`config.mk`:
```
export PLATFORM = sky130hd
export DESIGN_NAME = qtd_quad_delay
export DESIGN_NICKNAME = d
export VERILOG_FILES = /design/src/rtl/qtd_pkg.sv /design/src/rtl/qtd_cfg_bank.sv /design/src/rtl/qtd_step_chain.sv /design/src/rtl/qtd_tap_sel.sv /design/src/rtl/qtd_quad_delay.sv
export SDC_FILE = /design/constraint.sdc
export NUM_CORES = 1
export LEC_CHECK = 0
export BUFFER_PORTS_ARGS = -buffer_cell sky130_fd_sc_hd__buf_2
export CAP_MARGIN = 20
export CORE_MARGIN = 2
export CORE_UTILIZATION = 59
export DETAILED_ROUTE_END_ITERATION = 8
export PLACE_DENSITY = 0.78
export SLEW_MARGIN = 20
export SYNTH_ARGS = -nofsm -noshare
export SYNTH_HDL_FRONTEND = slang
export SYNTH_HIERARCHICAL = 1
export SYNTH_SLANG_ARGS = --single-unit
```
`constraint.sdc`:
```
create_clock -name clk_i -period 1.9 [get_ports clk_i]
set_input_delay 0.38 -clock clk_i [delete_from_list [all_inputs] [get_ports clk_i]]
set_output_delay 0.38 -clock clk_i [all_outputs]
set_load 0.05 [all_outputs]
```
`src/rtl/qtd_pkg.sv`:
```
package qtd_pkg;
  localparam int ADDR_W   = 4;
  localparam int NUM_TAPS = 1 << ADDR_W;

  typedef struct packed {
    logic              en;
    logic [ADDR_W-1:0] addr;
  } chan_cfg_t;
endpackage

```
`src/rtl/qtd_cfg_bank.sv`:
```
module qtd_cfg_bank
  import qtd_pkg::*;
#(
  parameter int NUM_CH = 4
) (
  input  logic                     clk_i,
  input  logic                     rst_ni,
  input  logic                     load_i,
  input  logic [NUM_CH*ADDR_W-1:0] addr_i,
  input  logic [NUM_CH-1:0]        en_i,
  output chan_cfg_t                cfg_o [NUM_CH]
);
  for (genvar c = 0; c < NUM_CH; c++) begin : g_ch
    chan_cfg_t cfg_q;
    always_ff @(posedge clk_i or negedge rst_ni) begin
      if (!rst_ni) begin
        cfg_q <= '0;
      end else if (load_i) begin
        cfg_q.en   <= en_i[c];
        cfg_q.addr <= addr_i[c*ADDR_W +: ADDR_W];
      end
    end
    assign cfg_o[c] = cfg_q;
  end
endmodule

```
`src/rtl/qtd_step_chain.sv`:
```
module qtd_step_chain
  import qtd_pkg::*;
#(
  parameter int BASE_CYC = 2,
  parameter int STEP_CYC = 2
) (
  input  logic                clk_i,
  input  logic                rst_ni,
  input  logic                din_i,
  output logic [NUM_TAPS-1:0] taps_o
);
  localparam int LEN = BASE_CYC + (NUM_TAPS - 1) * STEP_CYC;

  logic [LEN-1:0] sr_q;

  always_ff @(posedge clk_i or negedge rst_ni) begin
    if (!rst_ni) sr_q <= '0;
    else         sr_q <= {sr_q[LEN-2:0], din_i};
  end

  // tap 0 ends the base segment, tap k ends step segment k
  for (genvar k = 0; k < NUM_TAPS; k++) begin : g_tap
    localparam int IDX = BASE_CYC - 1 + k * STEP_CYC;
    assign taps_o[k] = sr_q[IDX];
  end
endmodule

```
`src/rtl/qtd_tap_sel.sv`:
```
module qtd_tap_sel
  import qtd_pkg::*;
(
  input  logic [NUM_TAPS-1:0] taps_i,
  input  chan_cfg_t           cfg_i,
  output logic                dout_o,
  output logic                vld_o
);
  always_comb begin
    vld_o  = cfg_i.en;
    dout_o = cfg_i.en ? taps_i[cfg_i.addr] : 1'b0;
  end
endmodule

```
`src/rtl/qtd_quad_delay.sv`:
```
module qtd_quad_delay
  import qtd_pkg::*;
#(
  parameter int NUM_CH   = 4,
  parameter int BASE_CYC = 2,
  parameter int STEP_CYC = 2
) (
  input  logic                     clk_i,
  input  logic                     rst_ni,
  input  logic                     load_i,
  input  logic [NUM_CH*ADDR_W-1:0] addr_i,
  input  logic [NUM_CH-1:0]        en_i,
  input  logic [NUM_CH-1:0]        din_i,
  output logic [NUM_CH-1:0]        dout_o,
  output logic [NUM_CH-1:0]        vld_o
);
  chan_cfg_t cfg [NUM_CH];

  qtd_cfg_bank #(.NUM_CH(NUM_CH)) u_cfg (
    .clk_i  (clk_i),
    .rst_ni (rst_ni),
    .load_i (load_i),
    .addr_i (addr_i),
    .en_i   (en_i),
    .cfg_o  (cfg)
  );

  for (genvar c = 0; c < NUM_CH; c++) begin : g_ch
    logic [NUM_TAPS-1:0] taps;

    qtd_step_chain #(.BASE_CYC(BASE_CYC), .STEP_CYC(STEP_CYC)) u_chain (
      .clk_i  (clk_i),
      .rst_ni (rst_ni),
      .din_i  (din_i[c]),
      .taps_o (taps)
    );

    qtd_tap_sel u_sel (
      .taps_i (taps),
      .cfg_i  (cfg[c]),
      .dout_o (dout_o[c]),
      .vld_o  (vld_o[c])
    );
  end
endmodule

```
==> summary.md <==
Outcome
* **run status** complete, but fails checks
* **violations in the final reports** negative setup slack

Power and ir drop
* **worst vdd ir** 0.6467 mV
* **Leak Pwr** 0.002631 uW
* **power consumption** 7082 uW
* **power per unit of standard cell area** 1242 mW/mm^2

STA
* **setup violators final** 4
* **worst clock skew** 9.074 ps
* **RSZ-0062 raised after global routing** true
* **Relative slew margins** 74.49%
* **final cycle utilization of the critical path** 121.6%
* **shortest clock period the worst path allows after layout** 2310 ps
* **Least-Margin Pin Slew** 382.6 ps
* **count of final max-slew check failures** 0
* **post-layout worst setup margin** -409.6 ps
* **highest clock frequency the design can meet** 433.0 MHz
* **final hold violation count** 0

Global routing
* **first-pass GRT wire length** 12720 um
* **maximum number of pins on one net before global-route repair** 43
* **total congestion overflow after global routing** 0
* **global-route usage over all layers** 18.30%
* **vias in the first global route** 2391
* **number of antenna violations at the first check in global routing** 0

Synth
* **asr flop ratio synth** 100.0%
* **Synth area leaders** sky130_fd_sc_hd__dfrtp_1 (72%), sky130_fd_sc_hd__buf_4 (9.9%), sky130_fd_sc_hd__mux2_4 (5.8%)
* **YS warnings** 6
* **cell types with the highest counts after synthesis** sky130_fd_sc_hd__dfrtp_1 (148), sky130_fd_sc_hd__buf_4 (68), sky130_fd_sc_hd__mux2_4 (20)
* **fraction of post-synthesis cell area in the top cell type by area** 71.74%
* **cell taking the most area after synthesis** sky130_fd_sc_hd__dfrtp_1
* **number of instances in the synthesized netlist** 306
* **combined area of all synthesized cells** 0.005162 sq mm
* **leading cell type by number of instances after synthesis** sky130_fd_sc_hd__dfrtp_1
* **number of different library cells in the post-synthesis netlist** 13
* **number of nets in the synthesized netlist** 333
* **sequential-to-total area share from yosys stat** 71.74%
* **main flop type after synthesis** sky130_fd_sc_hd__dfrtp_1
* **EDFF count, synth** 0
* **synthesized flop and latch total** 148
* **average footprint of a synthesized cell** 16.87 sq um

Final layout
* **signed area change from the synthesized netlist to the final layout** 10.42%
* **layout cell share with drive strength beyond 1** 37.14%
* **Post-Route Utilization** 66.34%
* **# nets final** 331
* **antenna diode count** 0

Floorplanning
* **row count** 34
* **Total Die Area** 0.009514 sq mm
* **Die Span X** 97.54 um
* **placeable core region** 0.008593 sq mm
* **Initial Util** 60.08%
* **number of top-level design ports** 35
* **die height** 97.54 um

Detailed routing
* **routed via count divided by cell count** 5.005
* **detailed-route via count** 2117
* **residual DRC count** 0
* **detailed-router iteration count before antenna repair** 4
* **Routed WL** 7581 um
* **number of DRC markers in iteration 0** 100
* **routed wire length per instance** 17.92 um
* **Routed Antenna Nets** 0

Worst setup path
* **CP Max Fanout** 3
* **CP startpoint kind** register
* **sort of element at the end of the critical path** output port
* **type of the worst setup path** reg -> out
* **Critical Path RT** 1520 ps
* **Worst Path Arrival** 1930 ps
* **Reg2Reg Setup Slack** 790 ps

Clocking
* **count of H-tree levels built during CTS** 4
* **CTS buffer count** 17
* **Bufs on Longest Clock Path** 2
* **clock root buffer** sky130_fd_sc_hd__clkbuf_8
* **CTS sink count** 148
* **TritonCTS clock tree** done
* **insertion delay to the later sink of the worst-skew pair** 510 ps
* **clock transition time at the flip-flop clock pins of the worst setup and hold paths** 60 ps

Hold path
* **worst hold-check path type** in -> reg

Job
* **number of max-cap violations** 0

Placed design
* **pre-CTS setup slack** 25.44 ps
* **post-detail-place hpwl** 4760 um
* **gp weighted congestion** 0.7771
* **number of buffer cells added on primary ports** 34

[state kept, by name, summed over array words and instances (netlist names)]
signal             cells
g_ch.u_chain/sr_q    128
u_cfg/cfg_o           20
[cell families after synthesis]
family,synth area share (%)
muxes,12.41
DFF,71.74
AOI/OAI and AO/OA,2.036
and+or+nand+nor,2.617
buffers and inverters,11.20
[stage by stage]
step / instance area (sq um) / hold slack (ps) / TNS (ps) / cells
after floorplan: 5187 / 84.41 / 0 / 306
after global placement: 5041 / 298.3 / 0 / 385
final: 5700 / 98.45 / -1578 / 423
after detailed placement: 5041 / 305.7 / 0 / 385
after CTS: 5693 / 66.93 / -1728 / 423
after global routing: 5700 / 70.80 / -1932 / 423
[final cells by class]
class | count | area, sq um
Sequential cell | 148 | 3707
Fill cell | 580 | 2893
Multi-Input combinational cell | 84 | 909.6
Clock buffer | 22 | 473.0
Timing Repair Buffer | 53 | 397.9
Tap cell | 108 | 135.1
Clock inverter | 8 | 77.57
[repair_timing]
action | 4_1_cts | 5_1_grt
resized for setup | 11 | 2
setup buffers | 3 | 0
endpoints found under the setup margin | 4 | 4
pin swaps | 4 | 4
hold endpoints to repair | 38 | 0
hold buffers | 5 | 0
cloned | 0 | 0
[report_power, final]
group,internal (uW),switching (uW),leakage (uW)
Clock,1860,1200,0.000269
Sequential,3340,128,0.00172
Combinational,280,284,0.000640
[critical path, stage by stage (launching register included)]
cell and delay (ps):
sky130_fd_sc_hd__dfrtp_1 410, sky130_fd_sc_hd__mux4_2 520, sky130_fd_sc_hd__o211ai_1 220, sky130_fd_sc_hd__o22ai_2 100, sky130_fd_sc_hd__buf_6 160
[path summary, 6_finish.rpt]
check	depth (start not counted)	to	startpoint
min in group asynchronous	2	g_ch[0].u_chain/sr_q[30]	rst_ni
worst max-delay path	4	dout_o[3]	u_cfg/cfg_o[0]
worst min-delay path	2	u_cfg/cfg_o[3]	addr_i[15]
max in group asynchronous	3	g_ch[3].u_chain/sr_q[14]	rst_ni
worst min register to register	0	g_ch[3].u_chain/sr_q[15]	g_ch[3].u_chain/sr_q[14]
worst max register to register	3	u_cfg/cfg_o[0]	u_cfg/cfg_o[0]
[layer usage]
| metal | wire, um | global-route usage (%) |
|---|---|---|
| met1 | 3587 | 25.64 |
| met5 | 0 | 0 |
| met2 | 3688 | 26.42 |
| met4 | 64 | 7.372 |
| met3 | 240 | 6.763 |
[placed cells by master, fill, tap and decap left out, types with 5 or more instances in the layout]
master                          count
sky130_fd_sc_hd__mux4_2             8
sky130_fd_sc_hd__clkbuf_8           5
sky130_fd_sc_hd__buf_4             10
sky130_fd_sc_hd__buf_2             29
sky130_fd_sc_hd__mux2_4            20
sky130_fd_sc_hd__mux2i_1           15
sky130_fd_sc_hd__dlygate4sd3_1      5
sky130_fd_sc_hd__clkbuf_16         16
sky130_fd_sc_hd__nand3_1            8
sky130_fd_sc_hd__buf_6              6
sky130_fd_sc_hd__nand2_1           12
sky130_fd_sc_hd__dfrtp_1          145
Power figures use the tool's default switching activity.
